==> src/rtl/mslv_pkg.sv <==
package mslv_pkg;
  // port offset inside a slave's four-port window
  typedef enum logic [1:0] {
    PORT_CTL  = 2'd0,
    PORT_DATA = 2'd1,
    PORT_FLAG = 2'd2,
    PORT_NONE = 2'd3
  } port_e;

  localparam logic [7:0] FLOAT_BYTE = 8'hFF;

  // control-byte bit positions
  localparam int CTL_RST_BIT  = 4;
  localparam int CTL_MMSG_BIT = 1;

  function automatic logic [7:0] pack_status(
    input logic mmsg, input logic smsg, input logic alive,
    input logic hold, input logic rd_dir, input logic in_rst);
    pack_status = {2'b11, ~in_rst, rd_dir,
                   ~(hold & ~in_rst), ~(alive & ~in_rst),
                   smsg & ~in_rst, mmsg};
  endfunction
endpackage

==> src/rtl/mslv_addr_dec.sv <==
module mslv_addr_dec
  import mslv_pkg::*;
#(
  parameter int NSLV = 3
) (
  input  logic [3:0]      base_jmp_n,
  input  logic [7:0]      io_addr,
  input  logic            io_rd,
  input  logic            io_wr,
  output logic            hit,
  output logic [NSLV-1:0] ctl_rd,
  output logic [NSLV-1:0] ctl_wr,
  output logic [NSLV-1:0] dat_rd,
  output logic [NSLV-1:0] dat_wr,
  output logic [NSLV-1:0] flg_rd,
  output logic [NSLV-1:0] flg_wr
);
  logic       in_blk;
  logic [1:0] slot;
  port_e      port;

  assign in_blk = (io_addr[7:4] == ~base_jmp_n);
  assign slot   = io_addr[3:2];
  assign port   = port_e'(io_addr[1:0]);
  assign hit    = in_blk && (32'(slot) < NSLV) && (port != PORT_NONE);

  for (genvar g = 0; g < NSLV; g++) begin : g_sel
    logic mine;
    assign mine      = in_blk && (slot == 2'(g));
    assign ctl_rd[g] = mine && port == PORT_CTL  && io_rd;
    assign ctl_wr[g] = mine && port == PORT_CTL  && io_wr;
    assign dat_rd[g] = mine && port == PORT_DATA && io_rd;
    assign dat_wr[g] = mine && port == PORT_DATA && io_wr;
    assign flg_rd[g] = mine && port == PORT_FLAG && io_rd;
    assign flg_wr[g] = mine && port == PORT_FLAG && io_wr;
  end
endmodule

==> src/rtl/mslv_slot.sv <==
module mslv_slot
  import mslv_pkg::*;
(
  input  logic       clk,
  input  logic       rst_n,
  input  logic       ctl_wr,
  input  logic       dat_rd,
  input  logic       dat_wr,
  input  logic       flg_rd,
  input  logic       flg_wr,
  input  logic [7:0] wdata,
  input  logic       hold,
  input  logic       rd_dir,
  input  logic       alive,
  input  logic       smsg,
  input  logic       mmsg_ack,
  input  logic [7:0] slv_byte,
  output logic       slv_reset,
  output logic       mmsg,
  output logic       release_o,
  output logic [7:0] m2s_data,
  output logic       alive_clr,
  output logic       smsg_clr,
  output logic [7:0] status,
  output logic [7:0] s2m_rdata
);
  logic       rst_q, mmsg_q, rel_q, aclr_q, sclr_q;
  logic [7:0] m2s_q;
  logic       rst_d, s2m_ok, m2s_ok;

  assign rst_d  = ctl_wr ? wdata[CTL_RST_BIT] : rst_q;
  assign s2m_ok = hold & ~rd_dir & ~rst_q;
  assign m2s_ok = hold &  rd_dir & ~rst_q;

  always_ff @(posedge clk or negedge rst_n) begin
    if (!rst_n) begin
      rst_q  <= 1'b1;
      mmsg_q <= 1'b0;
      rel_q  <= 1'b0;
      aclr_q <= 1'b1;
      sclr_q <= 1'b1;
      m2s_q  <= '0;
    end else begin
      rst_q <= rst_d;
      if (rst_d)                             mmsg_q <= 1'b0;
      else if (ctl_wr && wdata[CTL_MMSG_BIT]) mmsg_q <= 1'b1;
      else if (mmsg_ack)                     mmsg_q <= 1'b0;
      if (rst_d)                 m2s_q <= '0;
      else if (dat_wr && m2s_ok) m2s_q <= wdata;
      rel_q  <= (dat_rd & s2m_ok) | (dat_wr & m2s_ok);
      aclr_q <= flg_rd | rst_d;
      sclr_q <= flg_wr | rst_d;
    end
  end

  assign slv_reset = rst_q;
  assign mmsg      = mmsg_q;
  assign release_o = rel_q;
  assign m2s_data  = m2s_q;
  assign alive_clr = aclr_q;
  assign smsg_clr  = sclr_q;
  assign status    = pack_status(mmsg_q, smsg, alive, hold, rd_dir, rst_q);
  assign s2m_rdata = s2m_ok ? slv_byte : FLOAT_BYTE;


  no_release_in_reset_chk: assert property (@(posedge clk) disable iff (!rst_n)
    $past(rst_q) |-> !rel_q);

  mmsg_cleared_in_reset_chk: assert property (@(posedge clk) disable iff (!rst_n)
    rst_q |-> !mmsg_q);

  m2s_hold_chk: assert property (@(posedge clk) disable iff (!rst_n)
    (!rel_q && !rst_q) |-> $stable(m2s_q));

  release_cause_chk: assert property (@(posedge clk) disable iff (!rst_n)
    rel_q |-> $past(dat_rd || dat_wr));
endmodule

==> src/rtl/mslv_host_port.sv <==
module mslv_host_port
  import mslv_pkg::*;
#(
  parameter int NSLV = 3
) (
  input  logic              clk,
  input  logic              rst_n,
  input  logic [3:0]        base_jmp_n,
  input  logic [7:0]        io_addr,
  input  logic              io_rd,
  input  logic              io_wr,
  input  logic [7:0]        io_wdata,
  output logic [7:0]        io_rdata,
  input  logic [NSLV-1:0]   slv_hold,
  input  logic [NSLV-1:0]   slv_rd_dir,
  input  logic [NSLV-1:0]   slv_alive,
  input  logic [NSLV-1:0]   slv_smsg,
  input  logic [NSLV-1:0]   slv_mmsg_ack,
  input  logic [8*NSLV-1:0] slv_wdata,
  output logic [NSLV-1:0]   slv_reset,
  output logic [NSLV-1:0]   slv_mmsg,
  output logic [NSLV-1:0]   slv_release,
  output logic [8*NSLV-1:0] m2s_data,
  output logic [NSLV-1:0]   alive_clr,
  output logic [NSLV-1:0]   smsg_clr
);
  logic            hit;
  logic [NSLV-1:0] ctl_rd, ctl_wr, dat_rd, dat_wr, flg_rd, flg_wr;
  logic [7:0]      status [NSLV];
  logic [7:0]      s2m    [NSLV];

  mslv_addr_dec #(.NSLV(NSLV)) u_dec (
    .base_jmp_n(base_jmp_n), .io_addr(io_addr), .io_rd(io_rd), .io_wr(io_wr),
    .hit(hit), .ctl_rd(ctl_rd), .ctl_wr(ctl_wr), .dat_rd(dat_rd),
    .dat_wr(dat_wr), .flg_rd(flg_rd), .flg_wr(flg_wr)
  );

  for (genvar g = 0; g < NSLV; g++) begin : g_slot
    mslv_slot u_slot (
      .clk(clk), .rst_n(rst_n),
      .ctl_wr(ctl_wr[g]), .dat_rd(dat_rd[g]), .dat_wr(dat_wr[g]),
      .flg_rd(flg_rd[g]), .flg_wr(flg_wr[g]), .wdata(io_wdata),
      .hold(slv_hold[g]), .rd_dir(slv_rd_dir[g]), .alive(slv_alive[g]),
      .smsg(slv_smsg[g]), .mmsg_ack(slv_mmsg_ack[g]),
      .slv_byte(slv_wdata[8*g +: 8]),
      .slv_reset(slv_reset[g]), .mmsg(slv_mmsg[g]), .release_o(slv_release[g]),
      .m2s_data(m2s_data[8*g +: 8]), .alive_clr(alive_clr[g]),
      .smsg_clr(smsg_clr[g]), .status(status[g]), .s2m_rdata(s2m[g])
    );
  end

  always_comb begin
    io_rdata = FLOAT_BYTE;
    for (int i = 0; i < NSLV; i++) begin
      if (ctl_rd[i]) io_rdata = status[i];
      if (dat_rd[i]) io_rdata = s2m[i];
    end
  end


  float_read_chk: assert property (@(posedge clk) disable iff (!rst_n)
    (!io_rd || !hit) |-> io_rdata == FLOAT_BYTE);

  single_slot_chk: assert property (@(posedge clk) disable iff (!rst_n)
    $onehot0(ctl_rd | ctl_wr | dat_rd | dat_wr | flg_rd | flg_wr));
endmodule

==> config.mk <==
export PLATFORM = sky130hd
export DESIGN_NAME = mslv_host_port
export DESIGN_NICKNAME = d
export VERILOG_FILES = /design/src/rtl/mslv_pkg.sv /design/src/rtl/mslv_addr_dec.sv /design/src/rtl/mslv_slot.sv /design/src/rtl/mslv_host_port.sv
export SDC_FILE = /design/constraint.sdc
export NUM_CORES = 1
export LEC_CHECK = 0
export BUFFER_PORTS_ARGS = -buffer_cell sky130_fd_sc_hd__clkbuf_2
export CORE_MARGIN = 3
export CORE_UTILIZATION = 27
export CTS_CLUSTER_DIAMETER = 120
export DETAILED_ROUTE_END_ITERATION = 7
export GPL_TIMING_DRIVEN = 1
export PLACE_DENSITY_LB_ADDON = 0.15
export SYNTH_ARGS = -nofsm -noshare
export SYNTH_HDL_FRONTEND = slang
export SYNTH_SLANG_ARGS = --single-unit
==> constraint.sdc <==
create_clock -name clk -period 3.2 [get_ports clk]
set_clock_uncertainty 0.2 [all_clocks]
set_input_delay 0.16 -clock clk [delete_from_list [all_inputs] [get_ports clk]]
set_output_delay 0.16 -clock clk [all_outputs]
set_load 0.01 [all_outputs]
==> qor.yml, run 1 <==
insertion_delay_ns: 0.29
min_from: "io_wdata[1]"
leakage_nw: 1.46
final_hold_viol_count: 0
switching_power_mw: 0.280
cts_tree: "yes"
die_y_um: 98.7
detailed_place_hpwl_um: 5660
path_clk_slew_ns: 0.08
period_share: 0.825
clockPowerShare: 0.382
synth_top_family_by_area: "simple AND/OR/NAND/NOR gates"
yosys-top-cells-count: "34 x nor2_1, 30 x dfrtp_1, 22 x mux2i_1, 21 x nand2_1, 15 x buf_4"
yosysWarnings: 0
cpPeakStageDelay_ns: 0.46
reg2reg_to: "g_slot[1].u_slot.m2s_data[0]"
vdd_drop_max_mv: 0.226
first_pass_iters: 4
setup_viol: 0
cap_violations: 0
highest_layer: "met4"
fmax_mhz: 379
viasPerCell: 4.77
status: "complete, no violations"
crit_path_start_kind: "flip-flop"
grt_pass1_vias: 2256
async_reset_ff_frac: 1.00
setup_ws_ns: 0.559
core_area_mm2: 0.00830
cp_max_fo: 8
grt_max_degree: 40
met3_length_um: 423
pwr-share-comb: 0.152
synthMuxAreaShare: 0.109
hold-path-cell-count: 3
ys_seq_elements: 39
worst_path_max_delay_cell: "or3_1"
drcViolationCount: 0
antenna_found_initial: 0
yosys-top-cells-area: "dfrtp_1 32%, dfstp_2 10%, mux2i_1 9.5%"
htree_levels: 2
dr.first_iter.drc_count: 127
die_area_mm2: 0.00974
yosys.area_share.simple: 0.232
crit_family: "simple AND/OR/NAND/NOR gates"
synth-adder-area-share: 0
avgSynthCellArea_um2: 9.35
ios: 110
p_sw_frac: 0.251
worstMarginPinSlew_ns: 0.976
clockBufferDepth: 2
clkSinkCount: 39
hold_end: "g_slot[0].u_slot.m2s_data[1]"
synth_most_common_cell: "nor2_1"
core.rowCount: 33
synthCells: 248
gp_congestion: 0.893
route.met2.wl_um: 3580
fin_area_mm2: 0.00309
path_cells: "or3_2 > or3_1 > o32a_1 > o221a_1 > clkbuf_2"
dp_slack_ns: 0.800
powerDensity_mw_per_mm2: 360
antenna_cells: 0
numCtsBuffers: 5
synthesis.area_mm2: 0.00232
syn-num-nets: 311
wl_per_cell_um: 16.3
reg2reg_from: "g_slot[1].u_slot.slv_reset"
worstHoldPathType: "input port to flip-flop"
synth_top_area_share: 0.324
required_ns: 2.84
yosys.area.top_type: "dfrtp_1"
slew_viol_final: 0
synth_xor_area_frac: 0.0227
drive_gt1_frac: 0.391
grtUsageTotal: 0.151
ys_seq_area_frac: 0.426
yosysUniqueCellTypes: 43
intPower_mw: 0.835
worstSetupPathType: "flip-flop to primary output"
post-cts-setup-buffer-count: 0
start_util: 0.280
fin_crit_ns: 2.64
io_buffers: 109
grt_pass1_wl_um: 11700
rr_worst_depth: 5
final_nets: 415
die_x_um: 98.7
reg2reg_slack_ns: 1.39
cp.arrival_ns: 2.28
grt-ovfl-total: 0
antenna_left: 0
syn_to_final_growth_pct: 33.4
finalSetupTns_ns: 0
synth_top_flop_cell: "dfrtp_1"
rsz0062_at_grt: "no"
root_buffer: "clkbuf_8"
vias: 2183
cts_resized: 0
place_area_mm2: 0.00287
crit_path_end_kind: "primary output"
slew_headroom: 0.350
wl_met1_um: 3440
synth-compound-area-share: 0.126
synth_edf_count: 0
cp_num_buf_inv: 1
seq_power_share: 0.466
routed_wl_um: 7460
flip-flops by register name, indices dropped and copies added, names as in the netlist:
name                     cells
g_slot.u_slot.release_o      3
g_slot.u_slot.m2s_data      24
g_slot.u_slot.alive_clr      3
g_slot.u_slot.smsg_clr       3
g_slot.u_slot.mmsg           3
g_slot.u_slot.slv_reset      3
cell type report:
| type | count | area, um^2 |
|---|---|---|
| inverters | 8 | 30.0 |
| fillers | 870 | 5200 |
| multi-input cells | 175 | 1150 |
| well taps | 105 | 131 |
| repair buffers | 123 | 678 |
| flip-flops and latches | 39 | 987 |
| clock buffers | 6 | 82.6 |
| clock inverters | 2 | 35.0 |
cell usage in the layout, fill, tap and decap left out, types with 3 or more instances in the layout:
cell type      count
buf_4              3
mux2i_1           22
a21oi_1            6
o32ai_1            9
o21ai_0            7
nand2b_1          10
nor2_1            34
nand3_1            7
clkbuf_8           6
or3_1              4
dfrtp_1           30
nand4_1            3
o21bai_1           6
inv_1              8
clkbuf_2         109
nand2_1           21
nor2b_1            6
mux2_2             3
o221ai_1           5
dfstp_2            9
nor4_1             3
xor2_1             4
dlygate4sd3_1     11
metal layers:
metal	global-route usage	up-vias
met5	0	-
met4	0.0252	0
met3	0.0361	3
met2	0.248	68
met1	0.206	1037
li1	-	1075
through the flow:
step | power [mW] | hold slack (ns) | util | cells
finish | 1.12 | 0.00780 | 0.373 | 458
global route | 1.17 | 0.0105 | 0.373 | 458
CTS | 1.13 | 0.00726 | 0.373 | 458
detailed placement | 0.689 | 0.169 | 0.345 | 439
global placement | 0.690 | 0.171 | 0.345 | 439
floorplan | 0.606 | -0.336 | - | 248
logic make-up (layout without fill, tap and decap cells):
family	count (synthesis)	in the layout
mux	25	25
simple gates	104	104
buf+inv	34	139
compound gates	40	40
xor+xnor	6	6
flops	39	39
power by group through the flow:
| stage | combinational, mW | clock, mW | sequential, mW |
|---|---|---|---|
| finish | 0.170 | 0.426 | 0.519 |
| global route | 0.188 | 0.463 | 0.521 |
| CTS | 0.171 | 0.442 | 0.520 |
| detailed placement | 0.160 | 0 | 0.529 |
| global placement | 0.161 | 0 | 0.529 |
| floorplan | 0.0785 | 0 | 0.527 |
worst max-delay path by stage:
stage	start	end	slack [ns]	cells past startpoint
after CTS	g_slot[0].u_slot.slv_reset	io_rdata[3]	0.55	5
after global placement	io_addr[0]	io_rdata[3]	0.83	7
after detailed placement	io_addr[0]	io_rdata[3]	0.80	7
after floorplan	g_slot[0].u_slot.slv_reset	io_rdata[3]	1.06	5
final	g_slot[0].u_slot.slv_reset	io_rdata[3]	0.56	5
after global routing	g_slot[0].u_slot.slv_reset	io_rdata[3]	0.43	5
what timing repair did:
item                       4_1_cts  5_1_grt
hold endpoints to repair        52        0
setup endpoints to repair        0        0
hold buffers                    11        0
worst reg2reg max path, cell delays in order, from the launching register on:
cell,delay (ns)
dfstp_2,0.39
nand4bb_1,0.30
nor4_2,0.26
buf_4,0.26
mux2i_1,0.23
nor2_1,0.05
No activity file was read; power rests on OpenSTA's default activity.
==> inputs of run 2 (changes only) <==
ABC_AREA = 1   (was default)
clock period = 2.6 ns   (was 3.2 ns; I/O delays follow)
==> qor.yml, run 2 <==
htree_levels: 2
final_cell_mix: "109 x clkbuf_2, 101 x nand2_1, 76 x inv_1"
fin_crit_ns: 2.37
wl_per_cell_um: 12.4
cap_violations: 0
grt-ovfl-total: 0
utilization: 0.371
holdWs_ns: 0.00751
pwr-share-comb: 0.156
grt_max_degree: 40
yosys-top-cells-count: "103 x nand2_1, 76 x inv_1, 30 x dfrtp_1, 28 x nor2_1, 16 x buf_4"
cp.arrival_ns: 2.04
powerDensity_mw_per_mm2: 419
cp_max_fo: 6
ys_seq_area_frac: 0.386
die_x_um: 103
async_reset_ff_frac: 1.00
grt_pass1_wl_um: 11700
clkSinkCount: 39
synth_edf_count: 0
clockBufferDepth: 2
yosys.area_share.simple: 0.325
slew_headroom: 0.354
multi_input_area_mm2: 0.00113
crit_path_start_kind: "input port"
drcViolationCount: 0
io_buffers: 109
synthMuxAreaShare: 0
setup_viol: 0
vias: 2497
slew_viol_final: 0
crit_family: "buffers and inverters"
antenna_left: 0
synthesis.area_mm2: 0.00256
core_area_mm2: 0.00898
synth_top_family_by_area: "simple AND/OR/NAND/NOR gates"
path_cells: "dlygate4sd3_1 > clkbuf_2 > inv_1 > nor2_1 > nand3_1 > nor2_1 > nand2_2 > nor2_4 > inv_1 > o22ai_1 > nor2_1 > clkbuf_2"
crit_path_end_kind: "primary output"
switching_power_mw: 0.367
period_share: 0.910
final_common_cell: "clkbuf_2"
cts_tree: "yes"
dr.first_iter.drc_count: 97
worstHoldPathType: "input port to flip-flop"
final_hold_viol_count: 0
leakage_nw: 2.02
antenna_found_initial: 0
root_buffer: "clkbuf_8"
yosys.area.top_type: "dfrtp_1"
first_pass_iters: 4
intPower_mw: 1.03
yosysWarnings: 0
worstMarginPinSlew_ns: 0.970
required_ns: 2.27
clockPowerShare: 0.376
yosysUniqueCellTypes: 30
vdd_drop_max_mv: 0.192
core.rowCount: 34
synth-compound-area-share: 0.115
avgSynthCellArea_um2: 7.07
routed_wl_um: 7360
ys_seq_elements: 39
cp_num_buf_inv: 5
numCtsBuffers: 5
fill_cells: 991
die_y_um: 103
cpPeakStageDelay_ns: 0.52
die_area_mm2: 0.0107
ios: 110
path_clk_slew_ns: 0.08
status: "complete, no violations"
p_sw_frac: 0.263
grt_pass1_vias: 2410
synth_top_flop_cell: "dfrtp_1"
synthCells: 362
syn_to_final_growth_pct: 30.2
yosys-top-cells-area: "dfrtp_1 29%, nand2_1 15%, inv_1 11%"
detailed_place_hpwl_um: 6030
synth_most_common_cell: "nand2_1"
largest_reg_flops: 24
gp_congestion: 0.943
start_util: 0.285
crit_top_cell: "nor2_1"
viasPerCell: 4.20
fmax_mhz: 423
drive_gt1_frac: 0.343
syn-num-nets: 425
synth-adder-area-share: 0
worstSetupPathType: "input port to primary output"
antenna_cells: 0
grtUsageTotal: 0.142
synth_xor_area_frac: 0
worst_path_max_delay_cell: "dlygate4sd3_1"
reg2reg_slack_ns: 0.93
rsz0062_at_grt: "yes"
regArea_um2: 987
synth_top_area_share: 0.293
final_nets: 531
seq_power_share: 0.468
insertion_delay_ns: 0.29
run 2: final cells by class:
type,count,share of cell area
Sequential cell,39,0.296
Timing Repair Buffer,119,0.192
Multi-Input combinational cell,224,0.341
Inverter,79,0.0890
Tap cell,126,0.0473
Clock buffer,6,0.0248
Clock inverter,2,0.0105
run 2: worst register-to-register path, stage by stage, from the launching register on:
cell,delay [ns]
dfstp_2,0.40
inv_1,0.08
nand2_1,0.07
inv_1,0.09
nand4_2,0.36
o21ai_0,0.29
nand2_1,0.08
inv_1,0.05
run 2: final timing paths:
kind / startpoint / end / cells after the start
setup / recovery: io_addr[2] / io_rdata[6] / 12
hold / removal: slv_rd_dir[2] / g_slot[2].u_slot.release_o / 4
setup reg to reg: g_slot[1].u_slot.slv_reset / g_slot[1].u_slot.m2s_data[7] / 7
hold reg to reg: g_slot[1].u_slot.m2s_data[4] / g_slot[1].u_slot.m2s_data[4] / 2
max in group asynchronous: rst_n / g_slot[1].u_slot.m2s_data[3] / 2
min in group asynchronous: rst_n / g_slot[2].u_slot.m2s_data[7] / 2
run 2: per-stage QoR:
stage	setup slack [ns]	power, mW	setup TNS, ns	area (um^2)	cells
2_1_floorplan	0.840	0.781	0	2560	362
3_3_place_gp	0.460	0.878	0	3130	580
3_5_place_dp	0.452	0.880	0	3130	580
4_1_cts	0.104	1.42	0	3320	595
5_1_grt	-0.000966	1.48	-0.000966	3330	595
6_report	0.234	1.40	0	3330	595
run 2: layer usage:
metal,global-route usage,part of all wire,up-vias,wire (um)
li1,-,-,1309,-
met1,0.196,0.47,1130,3450
met2,0.233,0.48,56,3540
met3,0.0342,0.047,2,348
met4,0.0179,0.0024,0,18
met5,0,0,-,0
run 2: power by group through the flow:
stage	Sequential (mW)	Combinational, mW	Clock (mW)
after detailed placement	0.664	0.215	0
after global placement	0.665	0.213	0
final	0.653	0.218	0.526
after floorplan	0.659	0.121	0
after CTS	0.653	0.223	0.542
after global routing	0.657	0.248	0.576
run 2: kinds of logic after synthesis:
logic type,Yosys count
AND/OR/NAND/NOR,174
flip-flops,39
buffers and inverters,99
AO/OA/AOI/OAI,50
run 2: repair_timing:
item,in CTS,in global routing
hold buffers,7,0
setup buffers,0,0
gates resized for setup,0,3
endpoints found under the setup margin,0,8
hold endpoints to repair,36,0
==> inputs of run 3 (changes only) <==
PLACE_DENSITY = 0.58   (was default)
PLACE_DENSITY_LB_ADDON = default   (was 0.15)
==> qor.yml, run 3 (synthesized netlist as in run 2, its figures left out) <==
worstMarginPinSlew_ns: 0.957
viasPerCell: 4.18
highest_layer: "met4"
cpPeakStageDelay_ns: 0.58
numCtsBuffers: 5
cap_violations: 0
vdd_drop_max_mv: 0.176
crit_path_start_kind: "input port"
final_nets: 530
core.rowCount: 34
fmax_mhz: 430
total_power_mw: 1.28
ios: 110
required_ns: 2.27
post-cts-setup-buffer-count: 0
htree_levels: 2
regArea_um2: 987
insertion_delay_ns: 0.29
syn_to_final_growth_pct: 28.4
fin_crit_ns: 2.33
cts_resized: 0
rsz0062_at_grt: "no"
first_pass_iters: 4
clkSinkCount: 39
grt_max_degree: 40
seq_power_share: 0.507
drive_gt1_frac: 0.340
wl_met1_um: 3150
worstHoldPathType: "input port to flip-flop"
met3_length_um: 435
path_cells: "clkbuf_2 > dlygate4sd3_1 > nor3_4 > nand2_2 > nor2_4 > nand2_4 > o21ai_1 > nor3_1 > clkbuf_2"
core_area_mm2: 0.00898
antenna_found_initial: 0
slew_headroom: 0.362
root_buffer: "clkbuf_8"
route.met2.wl_um: 3680
grt_pass1_vias: 2404
final_common_cell: "clkbuf_2"
cts_tree: "yes"
rr_worst_depth: 4
die_y_um: 103
clockPowerShare: 0.324
intPower_mw: 0.909
largest_reg_flops: 24
grt-ovfl-total: 0
worst-path-stages: 9
period_share: 0.895
final_hold_viol_count: 0
reg2reg_slack_ns: 0.94
status: "complete, no violations"
start_util: 0.285
leakage_nw: 1.99
multi_input_area_mm2: 0.00112
drcViolationCount: 0
die_x_um: 103
reg2reg_from: "g_slot[2].u_slot.slv_reset"
crit_family: "simple AND/OR/NAND/NOR gates"
setup_viol: 0
crit_end: "io_rdata[2]"
path_clk_slew_ns: 0.08
dr.first_iter.drc_count: 71
holdWs_ns: 0.0205
die_area_mm2: 0.0107
detailed_place_hpwl_um: 6090
fill_cells: 995
final_cell_mix: "109 x clkbuf_2, 103 x nand2_1, 76 x inv_1"
clockBufferDepth: 2
cp_num_buf_inv: 3
p_sw_frac: 0.292
finalSetupTns_ns: 0
crit_path_end_kind: "primary output"
reg2reg_to: "g_slot[2].u_slot.mmsg"
vias: 2481
wl_per_cell_um: 12.3
gp_congestion: 0.815
grt_pass1_wl_um: 11700
switching_power_mw: 0.374
io_buffers: 109
cp_max_fo: 9
hold_buffers: 6
worstSetupPathType: "input port to primary output"
antenna_left: 0
slew_viol_final: 0
utilization: 0.366
worst_path_max_delay_cell: "dlygate4sd3_1"
critPathLaunch: "io_addr[2]"
powerDensity_mw_per_mm2: 390
routed_wl_um: 7300
crit_top_cell: "clkbuf_2"
grtUsageTotal: 0.139
cp.arrival_ns: 2.00
antenna_cells: 0
pwr-share-comb: 0.169
[run 3: worst min path at each step]
stage	slack, ns	from	depth (start not counted)	endpoint
global route	0.03	io_wdata[2]	5	g_slot[2].u_slot.m2s_data[2]
finish	0.02	io_wdata[7]	5	g_slot[2].u_slot.m2s_data[7]
CTS	0.01	io_wdata[7]	5	g_slot[2].u_slot.m2s_data[7]
global placement	0.13	rst_n	1	g_slot[2].u_slot.m2s_data[5]
detailed placement	0.13	rst_n	1	g_slot[2].u_slot.m2s_data[5]
floorplan	-0.37	rst_n	0	g_slot[0].u_slot.m2s_data[0]
[run 3: routing by layer]
layer,track usage,vias to the layer above
met4,0.0239,0
li1,-,1305
met3,0.0329,4
met5,0,-
met2,0.243,60
met1,0.176,1112
[run 3: metrics by stage]
step,cell area (um^2),std cells,setup WS (ns)
floorplan,2560,362,0.840
global placement,3130,580,0.399
detailed placement,3130,580,0.390
CTS,3290,594,0.262
global route,3290,594,0.112
finish,3290,594,0.272
[run 3: tightest hold or removal path, delay by kind of cell]
kind	cells	cell delay (ns)
buffers and inverters	3	0.22
and+or+nand+nor	1	0.06
AOI/OAI and AO/OA	1	0.07
[run 3: power groups by stage]
stage                     sequential, mW  combinational (mW)  clock (mW)
after detailed placement           0.662               0.216           0
after global routing               0.654               0.248       0.458
after CTS                          0.651               0.222       0.430
after global placement             0.662               0.216           0
final                              0.650               0.217       0.416
after floorplan                    0.659               0.121           0
[run 3: cell type report]
cell class / instances / area share
Tap cell: 126 / 0.0480
Sequential cell: 39 / 0.300
Clock inverter: 3 / 0.00723
Clock buffer: 5 / 0.0209
Timing Repair Buffer: 118 / 0.191
Inverter: 79 / 0.0902
Multi-Input combinational cell: 224 / 0.342
